File: src/rtl/wdog_pkg.sv
package wdog_pkg;

   // Supervision phase of the watchdog
   typedef enum logic [1:0] {
      PH_IDLE   = 2'd0,
      PH_FIRST  = 2'd1,
      PH_GRACE  = 2'd2
   } wd_phase_e;

   // Decoded meaning of a register write
   typedef enum logic [1:0] {
      CMD_NONE    = 2'd0,
      CMD_ARM     = 2'd1,
      CMD_RESTART = 2'd2,
      CMD_DISARM  = 2'd3
   } wd_cmd_e;

endpackage

File: src/rtl/wdog_key_unit.sv
module wdog_key_unit
   import wdog_pkg::*;
#(
   parameter int KEY_W = 3
) (
   input  logic             clk,
   input  logic             rst_n,
   input  logic             wr_en,
   input  logic [KEY_W:0]   wr_data,
   input  logic             armed_i,
   output wd_cmd_e          cmd_o
);

   localparam int EN_BIT = KEY_W;

   logic [KEY_W-1:0] key_q;
   logic [KEY_W-1:0] wr_key;
   logic             wr_enable;
   logic             key_match;

   assign wr_key    = wr_data[KEY_W-1:0];
   assign wr_enable = wr_data[EN_BIT];

   // Per-bit complement compare
   logic [KEY_W-1:0] bit_ok;
   for (genvar b = 0; b < KEY_W; b++) begin : g_cmp
      assign bit_ok[b] = (wr_key[b] != key_q[b]);
   end
   assign key_match = &bit_ok;

   always_comb begin
      cmd_o = CMD_NONE;
      if (wr_en) begin
         if (!armed_i) begin
            if (wr_enable) cmd_o = CMD_ARM;
         end else if (key_match) begin
            cmd_o = wr_enable ? CMD_RESTART : CMD_DISARM;
         end
      end
   end

   always_ff @(posedge clk or negedge rst_n) begin
      if (!rst_n) begin
         key_q <= '0;
      end else if (wr_en && (armed_i || wr_enable)) begin
         key_q <= wr_key;
      end
   end

   AST_IDLE_NO_SERVICE: assert property (@(posedge clk) disable iff (!rst_n)
      !armed_i |-> (cmd_o != CMD_RESTART && cmd_o != CMD_DISARM));
   AST_KEY_REPLACED: assert property (@(posedge clk) disable iff (!rst_n)
      (armed_i && wr_en) |=> (key_q == $past(wr_key)));

endmodule

File: src/rtl/wdog_phase_timer.sv
module wdog_phase_timer
   import wdog_pkg::*;
#(
   parameter int STAGE1_CYCLES = 100000,
   parameter int STAGE2_CYCLES = 3300
) (
   input  logic    clk,
   input  logic    rst_n,
   input  wd_cmd_e cmd_i,
   output logic    armed_o,
   output logic    nmi_o,
   output logic    rst_req_o
);

   localparam int LONGEST = (STAGE1_CYCLES > STAGE2_CYCLES) ? STAGE1_CYCLES : STAGE2_CYCLES;
   localparam int CNT_W   = $clog2(LONGEST + 1);
   localparam logic [CNT_W-1:0] LAST1 = CNT_W'(STAGE1_CYCLES - 1);
   localparam logic [CNT_W-1:0] LAST2 = CNT_W'(STAGE2_CYCLES - 1);

   wd_phase_e        phase_q;
   logic [CNT_W-1:0] cnt_q;

   always_ff @(posedge clk or negedge rst_n) begin
      if (!rst_n) begin
         phase_q   <= PH_IDLE;
         cnt_q     <= '0;
         nmi_o     <= 1'b0;
         rst_req_o <= 1'b0;
      end else begin
         nmi_o     <= 1'b0;
         rst_req_o <= 1'b0;
         unique case (cmd_i)
            CMD_ARM, CMD_RESTART: begin
               phase_q <= PH_FIRST;
               cnt_q   <= '0;
            end
            CMD_DISARM: begin
               phase_q <= PH_IDLE;
               cnt_q   <= '0;
            end
            default: begin
               case (phase_q)
                  PH_FIRST: begin
                     if (cnt_q == LAST1) begin
                        phase_q <= PH_GRACE;
                        cnt_q   <= '0;
                        nmi_o   <= 1'b1;
                     end else begin
                        cnt_q <= cnt_q + 1'b1;
                     end
                  end
                  PH_GRACE: begin
                     if (cnt_q == LAST2) begin
                        phase_q   <= PH_IDLE;
                        cnt_q     <= '0;
                        rst_req_o <= 1'b1;
                     end else begin
                        cnt_q <= cnt_q + 1'b1;
                     end
                  end
                  default: cnt_q <= '0;
               endcase
            end
         endcase
      end
   end

   assign armed_o = (phase_q != PH_IDLE);

   AST_NMI_SINGLE: assert property (@(posedge clk) disable iff (!rst_n)
      nmi_o |=> !nmi_o);
   AST_NMI_ENTERS_GRACE: assert property (@(posedge clk) disable iff (!rst_n)
      nmi_o |-> (phase_q == PH_GRACE));
   AST_RST_GOES_IDLE: assert property (@(posedge clk) disable iff (!rst_n)
      rst_req_o |-> !armed_o);
   AST_RST_SINGLE: assert property (@(posedge clk) disable iff (!rst_n)
      rst_req_o |=> !rst_req_o);
   AST_RESTART_FRESH: assert property (@(posedge clk) disable iff (!rst_n)
      (cmd_i == CMD_RESTART) |=> (phase_q == PH_FIRST && cnt_q == '0 && !nmi_o && !rst_req_o));
   AST_DISARM_QUIET: assert property (@(posedge clk) disable iff (!rst_n)
      (cmd_i == CMD_DISARM) |=> (!armed_o && !nmi_o && !rst_req_o));

endmodule

File: src/rtl/keyed_watchdog.sv
module keyed_watchdog
   import wdog_pkg::*;
#(
   parameter int KEY_W         = 3,
   parameter int STAGE1_CYCLES = 100000,
   parameter int STAGE2_CYCLES = 3300
) (
   input  logic             clk,
   input  logic             rst_n,
   input  logic             wr_en,
   input  logic [KEY_W:0]   wr_data,
   output logic             nmi_req,
   output logic             chip_rst_req,
   output logic             wd_running
);

   if (KEY_W < 1) begin : g_bad_key
      $error("keyed_watchdog: KEY_W must be at least 1");
   end
   if (STAGE1_CYCLES < 1 || STAGE2_CYCLES < 1) begin : g_bad_len
      $error("keyed_watchdog: interval lengths must be at least 1 cycle");
   end

   wd_cmd_e cmd;
   logic    armed;

   wdog_key_unit #(
      .KEY_W (KEY_W)
   ) u_key (
      .clk     (clk),
      .rst_n   (rst_n),
      .wr_en   (wr_en),
      .wr_data (wr_data),
      .armed_i (armed),
      .cmd_o   (cmd)
   );

   wdog_phase_timer #(
      .STAGE1_CYCLES (STAGE1_CYCLES),
      .STAGE2_CYCLES (STAGE2_CYCLES)
   ) u_timer (
      .clk       (clk),
      .rst_n     (rst_n),
      .cmd_i     (cmd),
      .armed_o   (armed),
      .nmi_o     (nmi_req),
      .rst_req_o (chip_rst_req)
   );

   assign wd_running = armed;

   AST_PULSES_EXCLUSIVE: assert property (@(posedge clk) disable iff (!rst_n)
      !(nmi_req && chip_rst_req));
   AST_IDLE_WRITE_IGNORED: assert property (@(posedge clk) disable iff (!rst_n)
      (!wd_running && wr_en && !wr_data[KEY_W]) |=> (!wd_running && !nmi_req && !chip_rst_req));
   AST_ARM_SETS_RUNNING: assert property (@(posedge clk) disable iff (!rst_n)
      (!wd_running && wr_en && wr_data[KEY_W]) |=> wd_running);

endmodule

File: config.mk
export PLATFORM = sky130hd
export DESIGN_NAME = keyed_watchdog
export DESIGN_NICKNAME = d
export VERILOG_FILES = /design/src/rtl/wdog_pkg.sv /design/src/rtl/wdog_key_unit.sv /design/src/rtl/wdog_phase_timer.sv /design/src/rtl/keyed_watchdog.sv
export SDC_FILE = /design/constraint.sdc
export NUM_CORES = 1
export LEC_CHECK = 0
export BUFFER_PORTS_ARGS = -buffer_cell sky130_fd_sc_hd__buf_2
export CAP_MARGIN = 20
export CORE_UTILIZATION = 25
export CTS_BUF_LIST = sky130_fd_sc_hd__clkbuf_8
export CTS_CLUSTER_SIZE = 16
export DETAILED_ROUTE_END_ITERATION = 7
export GPL_TIMING_DRIVEN = 0
export PLACE_DENSITY = 0.52
export SLEW_MARGIN = 15
export SYNTH_ARGS = -nofsm -noshare
export SYNTH_HDL_FRONTEND = slang
export SYNTH_SLANG_ARGS = --single-unit
File: constraint.sdc
create_clock -name clk -period 5.9 [get_ports clk]
set_input_delay 0.59 -clock clk [delete_from_list [all_inputs] [get_ports clk]]
set_output_delay 0.59 -clock clk [all_outputs]
set_load 0.02 [all_outputs]
==> reports/results.ini <==
[outcome]
status=finished clean

[worst_setup_path]
cp_max_fo=10
critPathMaxStageDelay_ps=390
rr_worst_depth=11
cp-end-kind=register
crit_start=u_timer.phase_q[1]
reg2reg_to=u_timer.cnt_q[14]
r2r-start=u_timer.phase_q[1]
reg2reg_slack_ps=3470
crit_type=reg -> reg
cp_slowest_cell=dfrtp_1
worst-path-buf-inv=2
arrival_ps=2600
start_kind=register
path_delay_family=simple AND/OR/NAND/NOR gates
cp.required_ps=6060
crit_chain=inv_1 > ha_1 > nor4_1 > mux2_2 > nand2_1 > ha_1 > nand2_1 > a31oi_2 > o21ai_4 > buf_12 > nor2_2

[routing]
drt-total-wl_um=2490
wl_per_cell_um=11.7
firstDrtPassIters=3
drt_iter0_markers=24
drc_errors=0
ant_nets=0
vias=936
drt-vias-per-instance=4.39

[power]
power_leakage_uw=0.000678
finalPower_uw=472
powerDensity_mw_per_mm2=309
irDropWorstVdd_uv=99.1

[global_routing]
grt_usage_pct=10.5
grt_overflow=0
antenna_found_initial=0
grt_pass1_vias=978
grt_pass1_wl_um=4390
top_usage_layer=met2
use_met2_pct=18.4
grt_use_met3_pct=2.41
met1_usage_pct=12.2
grt_max_degree=25

[synthesis]
syn_inst=130
yosys_warnings=0
ys.flop_type=dfrtp_1
syn_nets=143
synth_edf_count=0
synth_area_mm2=0.00134
yosysSeqAreaShare_pct=44.9
ys_ff_latch=24
synth.avg_cell_area_um2=10.3
async_reset_ff_share_pct=100
yosysUniqueCellTypes=30

[finish]
drive_gt1_share_pct=22.4
stdcell_area_mm2=0.00153
final_cell_mix=24 x dfrtp_1, 12 x nor2_1, 11 x xnor2_1, 10 x nand2_1, 10 x nor2_2
final_common_cell=dfrtp_1
antenna_cells=0
fin_nets=157
syn_to_final_growth_pct=14.0

[clock_network]
clk_pin_slew_worst_paths_ps=80
root_buffer=clkbuf_8
cts_sinks=24
clock_latency_ps=270
cts_setup_buffers=0
cts-resized-gates=0
clk_path_buf_depth=2
hold_buffers=0
htree_levels=1
cts_tree=built
cts_buffers=3

[timing]
setup_ws_ps=3470
setup_tns_ps=0
grt_setup_unrepaired=false
slew_viol_final=0
fin_crit_ps=2430
clock-skew-final_ps=5.75
timing.slew.headroom_pct=64.4
setup_viol=0
hold_violations=0
period_share_pct=41.3
max_freq_ghz=0.411
tightestPinTransition_ps=534

[floorplan]
die_h_um=75.2
num_rows=26
ios=10
die_w_um=75.2
start_util_pct=26.0
dieArea_mm2=0.00565
fp.coreArea_mm2=0.00514

[flow_run]
drv_cap=0

[placed_design]
dp.final_hpwl_um=1910
gp_congestion=0.759
port_buffers=9
dp_worst_setup_slack_ps=3300
place_area_mm2=0.00147

[worst_hold_path]
hold_path.class=in -> async

==> layer usage <==
metal  vias to the layer above  routed length (µm)  share of wire [%]
met5                         -                   0                  0
met4                         0                  52                2.1
met3                         5                  53                2.1
met2                         7                1250                 50
met1                       458                1140                 46
li1                        466                   -                  -
==> kinds of logic (layout without fill, tap and decap cells) <==
group	count (synthesis)	count (layout)	synth area share, %
AO/OA/AOI/OAI	7	7	4.02
XOR/XNOR	18	18	11.8
adder cells (fa/ha/maj)	6	6	5.61
buffers and inverters	9	22	3.74
flip-flops	24	24	44.9
multiplexers	4	4	3.36
AND/OR/NAND/NOR	62	62	26.6
==> sequential cells by signal, indices dropped and copies added (netlist names) <==
register / flops
u_key.key_q: 3
u_timer.rst_req_o: 1
u_timer.cnt_q: 17
u_timer.phase_q: 2
u_timer.nmi_o: 1
==> final cells by class <==
cell class / count / area, µm²
Multi-Input combinational cell: 97 / 688
Inverter: 8 / 30.0
Fill cell: 566 / 3610
Sequential cell: 24 / 601
Clock buffer: 4 / 55.1
Timing Repair Buffer: 9 / 45.0
Buffer: 1 / 20.0
Tap cell: 70 / 87.6
==> synth_stat cells, types with 4 or more instances <==
cell,n,area (µm²)
dfrtp_1,24,601
ha_1,6,75.1
and4_1,4,35.0
inv_1,8,30.0
mux2_2,4,45.0
nand3_1,7,35.0
nor2_2,10,62.6
nand2_1,10,37.5
xor2_1,7,61.3
xnor2_1,11,96.3
nor2_1,12,45.0
and3_1,4,25.0
==> per-stage QoR <==
step                util (%)  hold slack (ps)  std cells
CTS                     29.7              303        213
finish                  29.7              290        213
global route            29.7              326        213
detailed placement      28.6              454        209
floorplan                  -              294        130
global placement        28.6              447        209
==> power by group <==
group | internal, µW | total, µW | switching (µW)
logic | 69.8 | 165 | 94.9
clock network | 59.6 | 111 | 51.8
registers | 181 | 196 | 14.5
==> how the worst max path moves through the flow <==
stage                        end  slack (ps)  cells after the start
2_1_floorplan  u_timer.cnt_q[10]        3680                     10
3_3_place_gp    u_timer.cnt_q[8]        3350                     11
5_1_grt        u_timer.cnt_q[15]        3310                     11
6_report       u_timer.cnt_q[14]        3470                     11
4_1_cts        u_timer.cnt_q[14]        3420                     11
3_5_place_dp   u_timer.cnt_q[10]        3300                     11
Note: power is estimated with default switching activity, not from simulation.
